==> src/rtl/rxf_pkg.sv <==
package rxf_pkg;

  // Mode bits, declared MSB first: saveErr lands on bit 0.
  typedef struct packed {
    logic autoTxCtl;
    logic promisc;
    logic takeMcast;
    logic takeBcast;
    logic keepRunt;
    logic keepErr;
  } modeT;

  // Facts the datapath derives from the frame and configuration.
  typedef struct packed {
    logic isBcast;
    logic isMcast;
    logic stationHit;
    logic hashHit;
    logic isRunt;
    logic hasErr;
    logic txOffSlot;
    logic txOnSlot;
  } matchT;

  // Strobes from control to datapath.
  typedef struct packed {
    logic capture;
    logic acceptBit;
    logic groupBit;
    logic txClr;
    logic txSet;
  } strobeT;

  localparam int STAT_W   = 4;
  localparam int ST_CLEAN = 0;
  localparam int ST_ERR   = 1;
  localparam int ST_ALIGN = 2;
  localparam int ST_GROUP = 3;

endpackage

==> src/rtl/rxf_datapath.sv <==
module rxf_datapath
  import rxf_pkg::*;
#(
  parameter int ADDR_BYTES = 6,
  parameter int HASH_BITS  = 64,
  parameter int CRC_W      = 32,
  parameter int LEN_W      = 11,
  parameter int MIN_LEN    = 64,
  parameter int CFG_AW     = 4
) (
  input  logic                    clk,
  input  logic                    rstN,
  input  logic                    cfgWrEn,
  input  logic [CFG_AW-1:0]       cfgAddr,
  input  logic [7:0]              cfgWrData,
  input  logic [ADDR_BYTES*8-1:0] frmDest,
  input  logic [CRC_W-1:0]        frmCrc,
  input  logic [LEN_W-1:0]        frmLen,
  input  logic                    frmCrcErr,
  input  logic                    frmAlignErr,
  input  strobeT                  strobes,
  output modeT                    modeQ,
  output matchT                   matchInfo,
  output logic                    decValid,
  output logic                    decAccept,
  output logic [STAT_W-1:0]       decStatus,
  output logic                    txEnable
);

  localparam int ADDR_W     = ADDR_BYTES * 8;
  localparam int HASH_BYTES = HASH_BITS / 8;
  localparam int HASH_IDX_W = $clog2(HASH_BITS);
  localparam int MODE_ADDR  = ADDR_BYTES;
  localparam int HASH_BASE  = 2 ** (CFG_AW - 1);
  localparam int MODE_W     = $bits(modeT);

  logic [ADDR_BYTES-1:0] byteHit;
  logic [HASH_BITS-1:0]  hashFlat;
  logic [HASH_IDX_W-1:0] hashIdx;
  logic                  unusedCrcLow;

  // Station address, one register per byte, compared in parallel.
  for (genvar gb = 0; gb < ADDR_BYTES; gb++) begin : g_sta
    logic [7:0] byteQ;
    always_ff @(posedge clk) begin
      if (!rstN) begin
        byteQ <= '0;
      end else if (cfgWrEn && cfgAddr == CFG_AW'(gb)) begin
        byteQ <= cfgWrData;
      end
    end
    assign byteHit[gb] = (byteQ == frmDest[(ADDR_BYTES-1-gb)*8 +: 8]);
  end

  // Group hash table, byte k covers indexes k*8 .. k*8+7.
  for (genvar gh = 0; gh < HASH_BYTES; gh++) begin : g_hash
    logic [7:0] hashQ;
    always_ff @(posedge clk) begin
      if (!rstN) begin
        hashQ <= '0;
      end else if (cfgWrEn && cfgAddr == CFG_AW'(HASH_BASE + gh)) begin
        hashQ <= cfgWrData;
      end
    end
    assign hashFlat[gh*8 +: 8] = hashQ;
  end

  always_ff @(posedge clk) begin
    if (!rstN) begin
      modeQ <= '0;
    end else if (cfgWrEn && cfgAddr == CFG_AW'(MODE_ADDR)) begin
      modeQ <= modeT'(cfgWrData[MODE_W-1:0]);
    end
  end

  assign hashIdx      = frmCrc[CRC_W-1 -: HASH_IDX_W];
  assign unusedCrcLow = ^frmCrc[CRC_W-HASH_IDX_W-1:0];

  always_comb begin
    matchInfo            = '0;
    matchInfo.isBcast    = &frmDest;
    matchInfo.isMcast    = frmDest[ADDR_W-8] & ~(&frmDest);
    matchInfo.stationHit = &byteHit;
    matchInfo.hashHit    = hashFlat[hashIdx];
    matchInfo.isRunt     = frmLen < LEN_W'(MIN_LEN);
    matchInfo.hasErr     = frmCrcErr | frmAlignErr;
    matchInfo.txOffSlot  = hashIdx == HASH_IDX_W'(HASH_BITS - 2);
    matchInfo.txOnSlot   = hashIdx == HASH_IDX_W'(HASH_BITS - 1);
  end

  // Decision and status registers.
  always_ff @(posedge clk) begin
    if (!rstN) begin
      decValid  <= 1'b0;
      decAccept <= 1'b0;
      decStatus <= '0;
    end else begin
      decValid <= strobes.capture;
      if (strobes.capture) begin
        decAccept           <= strobes.acceptBit;
        decStatus[ST_CLEAN] <= ~(frmCrcErr | frmAlignErr);
        decStatus[ST_ERR]   <= frmCrcErr | frmAlignErr;
        decStatus[ST_ALIGN] <= frmAlignErr;
        decStatus[ST_GROUP] <= strobes.groupBit;
      end else begin
        decAccept <= 1'b0;
      end
    end
  end

  always_ff @(posedge clk) begin
    if (!rstN) begin
      txEnable <= 1'b1;
    end else if (strobes.txClr) begin
      txEnable <= 1'b0;
    end else if (strobes.txSet) begin
      txEnable <= 1'b1;
    end
  end

endmodule

==> src/rtl/rxf_control.sv <==
module rxf_control
  import rxf_pkg::*;
(
  input  logic   frmValid,
  input  modeT   modeQ,
  input  matchT  matchInfo,
  output strobeT strobes
);

  logic addrOk;
  logic lenOk;
  logic errOk;
  logic txCtlFrame;

  always_comb begin
    // Broadcast outranks multicast, which outranks unicast.
    if (matchInfo.isBcast) begin
      addrOk = modeQ.takeBcast;
    end else if (matchInfo.isMcast) begin
      addrOk = modeQ.takeMcast & matchInfo.hashHit;
    end else begin
      addrOk = modeQ.promisc | matchInfo.stationHit;
    end
    lenOk = ~matchInfo.isRunt | modeQ.keepRunt;
    errOk = ~matchInfo.hasErr | modeQ.keepErr;
    txCtlFrame = frmValid & modeQ.autoTxCtl & matchInfo.isMcast & ~matchInfo.hasErr;

    strobes           = '0;
    strobes.capture   = frmValid;
    strobes.acceptBit = addrOk & lenOk & errOk;
    strobes.groupBit  = matchInfo.isBcast | matchInfo.isMcast;
    strobes.txClr     = txCtlFrame & matchInfo.txOffSlot;
    strobes.txSet     = ~modeQ.autoTxCtl | (txCtlFrame & matchInfo.txOnSlot);
  end

endmodule

==> src/rtl/rx_addr_filter.sv <==
module rx_addr_filter
  import rxf_pkg::*;
#(
  parameter int ADDR_BYTES = 6,
  parameter int HASH_BITS  = 64,
  parameter int CRC_W      = 32,
  parameter int LEN_W      = 11,
  parameter int MIN_LEN    = 64,
  parameter int CFG_AW     = 4
) (
  input  logic                    clk,
  input  logic                    rstN,
  input  logic                    cfgWrEn,
  input  logic [CFG_AW-1:0]       cfgAddr,
  input  logic [7:0]              cfgWrData,
  input  logic                    frmValid,
  input  logic [ADDR_BYTES*8-1:0] frmDest,
  input  logic [CRC_W-1:0]        frmCrc,
  input  logic [LEN_W-1:0]        frmLen,
  input  logic                    frmCrcErr,
  input  logic                    frmAlignErr,
  output logic                    decValid,
  output logic                    decAccept,
  output logic [STAT_W-1:0]       decStatus,
  output logic                    txEnable
);

  modeT   modeQ;
  matchT  matchInfo;
  strobeT strobes;

  rxf_datapath #(
    .ADDR_BYTES(ADDR_BYTES), .HASH_BITS(HASH_BITS), .CRC_W(CRC_W),
    .LEN_W(LEN_W), .MIN_LEN(MIN_LEN), .CFG_AW(CFG_AW)
  ) u_dp (
    .clk(clk), .rstN(rstN),
    .cfgWrEn(cfgWrEn), .cfgAddr(cfgAddr), .cfgWrData(cfgWrData),
    .frmDest(frmDest), .frmCrc(frmCrc), .frmLen(frmLen),
    .frmCrcErr(frmCrcErr), .frmAlignErr(frmAlignErr),
    .strobes(strobes), .modeQ(modeQ), .matchInfo(matchInfo),
    .decValid(decValid), .decAccept(decAccept),
    .decStatus(decStatus), .txEnable(txEnable)
  );

  rxf_control u_ctl (
    .frmValid(frmValid), .modeQ(modeQ),
    .matchInfo(matchInfo), .strobes(strobes)
  );

endmodule

==> config.mk <==
export PLATFORM = sky130hd
export DESIGN_NAME = rx_addr_filter
export DESIGN_NICKNAME = d
export VERILOG_FILES = /design/src/rtl/rxf_pkg.sv /design/src/rtl/rxf_datapath.sv /design/src/rtl/rxf_control.sv /design/src/rtl/rx_addr_filter.sv
export SDC_FILE = /design/constraint.sdc
export NUM_CORES = 1
export LEC_CHECK = 0
export BUFFER_PORTS_ARGS = -buffer_cell sky130_fd_sc_hd__buf_2
export CORE_MARGIN = 8
export CORE_UTILIZATION = 45
export CTS_BUF_LIST = sky130_fd_sc_hd__clkbuf_4 sky130_fd_sc_hd__clkbuf_8
export CTS_CLUSTER_SIZE = 40
export DETAILED_ROUTE_END_ITERATION = 16
export PLACE_DENSITY = 0.67
export SLEW_MARGIN = 10
export SYNTH_ARGS = -nofsm -noshare
export SYNTH_HDL_FRONTEND = slang
export SYNTH_SLANG_ARGS = --single-unit
==> constraint.sdc <==
create_clock -name clk -period 3.8 [get_ports clk]
set_clock_uncertainty 0.05 [all_clocks]
set_input_delay 0.19 -clock clk [delete_from_list [all_inputs] [get_ports clk]]
set_output_delay 0.19 -clock clk [all_outputs]
set_load 0.05 [all_outputs]
# Word-level counts from Yosys, hierarchy flattened
# Index checks and enable logic that the tools add are counted.
# totals
elab_cells,93
input_bits,109
ff_bits,125
# classes
n_bitwise,19
n_reduce_logical,20
mux,6
order_cmp,2
n_eq_ne,22
# ops
operator,count
$eq 8x8->1,6
$reduce_and 48->1,1
$eq 4x4->1 const B,8
$logic_and 1x1->1,15
$eq 4x3->1 const B,3
$eq 6x6->1 const B,2
$lt 11x7->1 const B,1
$and 1x1->1,9
$eq 4x2->1 const B,2
$lt 6x7->1 const B,1
$bmux 1 s6,1
$or 1x1->1,6
$reduce_and 6->1,1
$mux 1,5
$eq 4x1->1 const B,1
$logic_not 4->1,1
$not 1->1,4
$reduce_and 2->1,1
$reduce_bool 2->1,1

# Longest topological paths before layout
# Gate-level depths: netlist of run 1.
# logic_depth
depth_word,9
mapped_depth,7
mapped_depth_nobuf,6

# Cells and area by module
# From an unflattened synthesis of run 1, not the netlist that was laid out.
# unflattened
hier_cells,649
area_unflattened_um2,6153.4
# by_module_without_submodules
mod,instances,cells_per_inst,area_each_um2,seq_area_each_um2
rxf_datapath,1,637,6075.8,2502.4
rxf_control,1,12,77.6,0.0

# Least setup slack after synthesis of run 1
# No wires, ideal clock.
# synth_timing
path_kind,input to register
startpoint,input port frmCrc[26]
endpoint,register u_dp.decAccept
arrival_time_ns,1.617
setup_slack_ns,2.008
setup_ns,0.125
path_stages,5
path_buffers,1
required_ns,3.625
cell_sequence,buf_6 -> mux4_1 -> mux4_2 -> a211oi_1 -> o41ai_1
# synth_via
elab_chain_len,7
# synth_rtl
item,line,text
from (decl),rx_addr_filter.sv:18,"input logic [CRC_W-1:0] frmCrc,"
$bmux 1 s6,rxf_datapath.sv:84,matchInfo.hashHit = hashFlat[hashIdx];
$mux 1 (not written as such),rxf_datapath.sv:84,
$and 1x1->1,rxf_control.sv:20,addrOk = modeQ.takeMcast & matchInfo.hashHit;
$mux 1,rxf_control.sv:19,end else if (matchInfo.isMcast) begin
$mux 1,rxf_control.sv:17,if (matchInfo.isBcast) begin
$and 1x1->1 (2 in a row),rxf_control.sv:30,strobes.acceptBit = addrOk & lenOk & errOk;
to (signal assigned),rxf_datapath.sv:100,decAccept <= strobes.acceptBit;
to (decl),rxf_datapath.sv:25,"output logic decAccept,"
# No other way between the ends. The select of a mux whose other input is x is not followed.
# A chain may end at the register's enable or synchronous reset.

==> metrics, run 1 <==
grt total ovfl 0; minimum clock period 2.12 ns; Clk network pwr share 41.6%; total of warnings raised by yosys 0; nets 755; mux cell area share after synthesis 25.7%; proportion of layout cells with a drive suffix above 1 19.0%; biggest area contributors in the synthesized netlist dfxtp_1 42%, mux2i_1 19%, nor2b_1 12%, xor2_1 6.4%, mux4_1 3.5%; worst hold-check path type primary input to flop; critical path data arrival time 2.45 ns; source of the critical timing path rstN; dominant register cell in the synthesized netlist dfxtp_1; max-slew violations 0; count of inserted antenna diode cells 0; area share of the largest cell type after synthesis 41.7%; Required @ worst endpoint 4.14 ns; vias in the first global route 4712; critical-path maximum fanout 123; critical path start-end classification primary input to flop; area fraction in compound gates after synthesis 3.04%; flip-flop and latch count after synthesis 125; cell count after placement 799; run status completed; critical path startpoint category primary input; final count of hold timing violations 0; per-instance average area after synthesis 10.5 um^2; HPWL after DPL 10700 um; area of the core 13100 um^2; number of sinks driven by the clock tree 125; Setup WS post-layout 1.68 ns; Iter 0 DRT Violations 206; drt pass-1 iters 4; total negative setup slack 0 ns; global-route wire length before repair 24700 um; combinational family with the most area after synthesis multiplexers; vias after detailed routing 4411; root buffer cell clkbuf_8; P_sw 653 uW; final cycle utilization of the critical path 55.7%; unrepaired setup endpoints after global routing no; overall power consumption 2.74 mW; Setup Viol. Count Final 0; peak supply drop 245 uV; TritonCTS clock tree yes; Placement Rows 42; overall track demand over capacity in global routing 18.2%; maximum capacitance violations 0; Min-Delay Startpoint frmCrcErr; post-detailed-route DRC marker count 0; layout overhead on the synthesized area 15.8%; clk_lat worst skew 0.44 ns; library cell with the highest instance count after synthesis dfxtp_1; sequential power share 48.9%; Final ANT Viol Nets 0; proportion of synthesized chip area in sequential cells 41.7%; post-synthesis net count 682; startpoint of the most critical register-to-register path u_dp.g_sta[5].byteQ[3]; initial antenna violation count 0; fmax 473 MHz; Die Outline Area 17300 um^2; # IOs 116; post-synthesis cell area 6000 um^2; post-synthesis share of cell area spent on and, or, nand and nor gates 20.1%; xor/xnor share of the synthesized area 7.00%; switching power share of the total 23.8%; average wire length per cell after detail routing 18.6 um; Fillers 1218; post-synthesis cell type with the largest combined area dfxtp_1; number of cells produced by synthesis 573; vertical die dimension 132 um; worst rel slew slack 21.7%; top post-synthesis cells by count 125 x dfxtp_1, 116 x mux2i_1, 116 x nor2b_1; slew of the pin with the lowest slew margin 1.17 ns; part of the power in combinational logic 9.5%; number of clock buffers inserted by TritonCTS 17; largest net degree at the start of global routing 124; Final Routed Wirelength 15500 um; static power due to leakage 2.82 nW; buffers from clock root to sink, at most 2; Port Buffer Count 83; width of the chip 132 um; final std cells w/o fill 835; H-tree levels 4; post-route worst hold slack 0.0745 ns; Internal 2.09 mW; dpl ws 1.37 ns; average vias per placed instance 5.28; async set-or-reset flop fraction in the synthesized netlist 0%; Initial Utilization 45.7%; number of synthesized flops with an enable pin 0; Clock Pin Slew Worst Setup and Hold Paths 0.07 ns; Pwr per Cell Area 394 nW/um^2; routability-driven placement congestion ratio 0.872; Unique masters post-synth 36; sort of element at the end of the critical path flop; area share of fa/ha/maj cells after synthesis 0%
==> worst max-delay path, cell delays in order <==
cell and delay (ns):
dlygate4sd3_1 0.52, buf_2 0.11, buf_4 0.71, o21ai_0 0.21, a21oi_1 0.15, dlygate4sd3_1 0.55
==> placed cells by master (no fill, tap or decap), types with 2 or more instances in the layout <==
cell,count
nor2_1,12
a21boi_0,9
nand4_1,17
buf_4,2
nand2b_1,7
mux4_1,8
clkbuf_4,2
mux2i_1,116
dlygate4sd3_1,4
mux4_2,7
nand3b_1,3
buf_2,83
clkbuf_8,24
dfxtp_1,125
xnor2_1,4
a211oi_1,2
a2111oi_0,2
a311oi_1,2
inv_1,3
or3_1,3
nand3_1,12
o21ai_0,3
nand2_1,15
nor2b_1,116
xor2_1,44
nor3_1,2
clkinv_2,5
nor4_1,15
a21oi_1,2
==> worst paths after layout <==
path	cells after the start	slack (ns)	to
setup / recovery	6	1.68	u_dp.decStatus[1]
hold reg to reg	2	0.43	u_dp.g_sta[0].byteQ[4]
hold / removal	4	0.07	u_dp.decStatus[0]
setup reg to reg	6	1.79	u_dp.decAccept
==> kinds of logic after synthesis <==
kind of cell	Yosys count
flops	125
compound gates	25
buf+inv	38
simple gates	205
xor+xnor	48
mux	132
==> state kept, by name, indices dropped and copies added, names as in the netlist <==
| signal | cells |
|---|---|
| u_dp.modeQ | 6 |
| u_dp.txEnable | 1 |
| u_dp.decValid | 1 |
| u_dp.decAccept | 1 |
| u_dp.g_sta.byteQ | 48 |
| u_dp.g_hash.hashQ | 64 |
| u_dp.decStatus | 4 |
==> layer usage <==
metal  routed length [um]  track usage (%)  up-vias  share of wire, %
li1                     -                -     2152                 -
met2                 7550             30.0       94                49
met5                    0                0        -                 0
met4                  183             5.62        0               1.2
met3                  653             5.26       18               4.2
met1                 7120             22.4     2147                46
==> stage by stage <==
step                      utilization, %  area [um^2]
after floorplan                        -         6000
after global placement              49.6         6510
after detailed placement            49.6         6510
after CTS                           52.9         6950
after global routing                52.9         6950
final                               52.9         6950
==> final cells by class <==
type / instances / area [um^2] / share of cell area (%)
timing repair buffer: 89 / 470 / 6.77
multi-input combinational: 410 / 3350 / 48.2
tap: 176 / 220 / 3.17
sequential: 125 / 2500 / 36.0
clock inverter: 6 / 55.1 / 0.792
clock buffer: 26 / 345 / 4.97
inverter: 3 / 11.3 / 0.162
==> what timing repair did <==
| action | in CTS | in global routing |
|---|---|---|
| resized for setup | 0 | 0 |
| hold endpoints to repair | 3 | 0 |
| hold buffers | 4 | 0 |
| setup endpoints to repair | 0 | 0 |
| buffers inserted | 0 | 0 |
==> power by group through the flow <==
| stage | Clock, mW | Sequential (mW) | Combinational (mW) |
|---|---|---|---|
| after floorplan | 0 | 1.38 | 0.137 |
| final | 1.14 | 1.34 | 0.260 |
| after detailed placement | 0 | 1.37 | 0.256 |
| after global placement | 0 | 1.37 | 0.252 |
| after CTS | 1.17 | 1.34 | 0.260 |
| after global routing | 1.24 | 1.34 | 0.280 |
No activity file was read; power rests on OpenSTA's default activity.
==> run 2: changes to the inputs <==
--- a/config.mk
+++ b/config.mk
@@ -11,7 +11,7 @@
 export CTS_BUF_LIST = sky130_fd_sc_hd__clkbuf_4 sky130_fd_sc_hd__clkbuf_8
 export CTS_CLUSTER_SIZE = 40
 export DETAILED_ROUTE_END_ITERATION = 16
-export PLACE_DENSITY = 0.67
+export PLACE_DENSITY = 0.7
 export SLEW_MARGIN = 10
 export SYNTH_ARGS = -nofsm -noshare
 export SYNTH_HDL_FRONTEND = slang
==> constraint.sdc (replaced) <==
create_clock -name clk -period 1.8 [get_ports clk]
set_clock_uncertainty 0.05 [all_clocks]
set_input_delay 0.09 -clock clk [delete_from_list [all_inputs] [get_ports clk]]
set_output_delay 0.09 -clock clk [all_outputs]
set_load 0.05 [all_outputs]
==> metrics, run 2 (synthesized netlist as in run 1, its figures left out) <==
run status completed; Iter 0 DRT Violations 248; vertical die dimension 132 um; peak supply drop 649 uV; root buffer cell clkbuf_8; area of the core 13100 um^2; overall power consumption 5.67 mW; total negative setup slack 0 ns; initial antenna violation count 0; clk_lat worst skew 0.44 ns; Final ANT Viol Nets 0; overall track demand over capacity in global routing 18.6%; average wire length per cell after detail routing 18.6 um; Final Routed Wirelength 16000 um; number of clock buffers inserted by TritonCTS 17; max-slew violations 0; most common cell after layout, fill and taps aside dfxtp_1; count of inserted antenna diode cells 0; vias after detailed routing 4542; static power due to leakage 2.94 nW; Port Buffer Count 83; dpl ws -0.217 ns; Initial Utilization 45.7%; post-route worst hold slack 0.0391 ns; sort of element at the end of the critical path flop; average vias per placed instance 5.29; routability-driven placement congestion ratio 0.924; post-detailed-route DRC marker count 0; Setup Viol. Count Final 0; width of the chip 132 um; global-route wire length before repair 25600 um; nets 781; buffers from clock root to sink, at most 2; fmax 567 MHz; grt total ovfl 0; Clk network pwr share 39.8%; leading cell types in the layout, fill and taps excluded 120 x dfxtp_1, 116 x mux2i_1, 116 x nor2b_1; startpoint of the most critical register-to-register path u_dp.g_hash[5].hashQ[7]; destination of the worst hold path u_dp.decAccept; Setup WS post-layout 0.0365 ns; vias in the first global route 4881; flip-flop count of the largest register, all copies and words added 64; part of the power in combinational logic 10.3%; final count of hold timing violations 0; final cycle utilization of the critical path 98.0%; H-tree levels 4; TritonCTS clock tree yes; critical path data arrival time 2.03 ns; finished layout cell area 7160 um^2; Die Outline Area 17300 um^2; worst rel slew slack 37.0%; minimum clock period 1.76 ns; critical path startpoint category flop; slew of the pin with the lowest slew margin 0.946 ns; minimum setup slack among reg-to-reg paths 0.04 ns; critical path start-end classification flop to flop; placed cell area 6690 um^2; largest net degree at the start of global routing 123; maximum capacitance violations 0; worst hold stages 3; Pwr per Cell Area 792 nW/um^2; P_sw 1.39 mW; FF-to-FF End u_dp.decAccept; Clock Pin Slew Worst Setup and Hold Paths 0.07 ns; Internal 4.28 mW; # IOs 116; proportion of layout cells with a drive suffix above 1 23.5%; Required @ worst endpoint 2.07 ns; drt pass-1 iters 4; number of sinks driven by the clock tree 125; length in cells of the worst reg-to-reg path 4; sequential power share 49.9%; largest registers ranked by flip-flop count u_dp.g_hash.hashQ x64, u_dp.g_sta.byteQ x48, u_dp.modeQ x6; layout overhead on the synthesized area 19.3%; largest register by flop count u_dp.g_hash.hashQ; Placement Rows 42; switching power share of the total 24.5%; unrepaired setup endpoints after global routing yes; worst hold-check path type primary input to flop; Min-Delay Startpoint frmCrc[31]; critical-path maximum fanout 2; HPWL after DPL 11200 um
run 2: metrics by stage:
| step | instances | utilization (%) |
|---|---|---|
| global route | 858 | 54.5 |
| detailed placement | 823 | 50.9 |
| floorplan | 573 | - |
| CTS | 858 | 54.3 |
| global placement | 823 | 50.9 |
| finish | 858 | 54.5 |
run 2: worst max-delay path by stage:
stage	slack, ns	endpoint	depth (start not counted)	from
floorplan	0.11	u_dp.decAccept	4	u_dp.g_hash[5].hashQ[3]
global placement	-0.15	u_dp.decAccept	8	u_dp.g_sta[5].byteQ[1]
detailed placement	-0.22	u_dp.decAccept	8	u_dp.g_sta[5].byteQ[1]
CTS	-0.02	u_dp.decAccept	7	u_dp.g_sta[4].byteQ[6]
global route	-0.006	u_dp.decAccept	4	u_dp.g_hash[5].hashQ[7]
finish	0.04	u_dp.decAccept	4	u_dp.g_hash[5].hashQ[7]
run 2: layout make-up:
class	instances	area, um^2
flip-flops and latches	125	2510
repair buffers	115	671
fillers	1199	5980
well taps	176	220
inverters	3	11.3
multi-input cells	410	3390
clock buffers	22	297
clock inverters	7	65.1
run 2: critical path, cell delays in order (launching register included):
cell and delay, ns:
dfxtp_2 0.32, mux4_2 0.47, mux4_2 0.51, a211oi_2 0.22
o41ai_2 0.07
run 2: layer usage:
layer	global-route usage (%)	routed length, um	vias to the layer above
li1	-	-	2204
met1	22.7	7340	2177
met3	5.14	918	24
met4	6.32	206	0
met5	0	0	-
met2	30.9	7520	137
run 2: power by group through the flow:
| stage | sequential [mW] | clock (mW) | combinational (mW) |
|---|---|---|---|
| after CTS | 2.83 | 2.31 | 0.583 |
| final | 2.83 | 2.26 | 0.585 |
| after global routing | 2.83 | 2.43 | 0.627 |
| after global placement | 2.89 | 0 | 0.556 |
| after floorplan | 2.91 | 0 | 0.290 |
| after detailed placement | 2.89 | 0 | 0.567 |
run 2: repair_timing:
item | 4_1_cts | 5_1_grt
buffers inserted | 1 | 0
setup endpoints to repair | 1 | 1
gates resized for setup | 8 | 8
hold buffers | 6 | 0
hold endpoints to repair | 6 | 0
pin swaps | 7 | 5
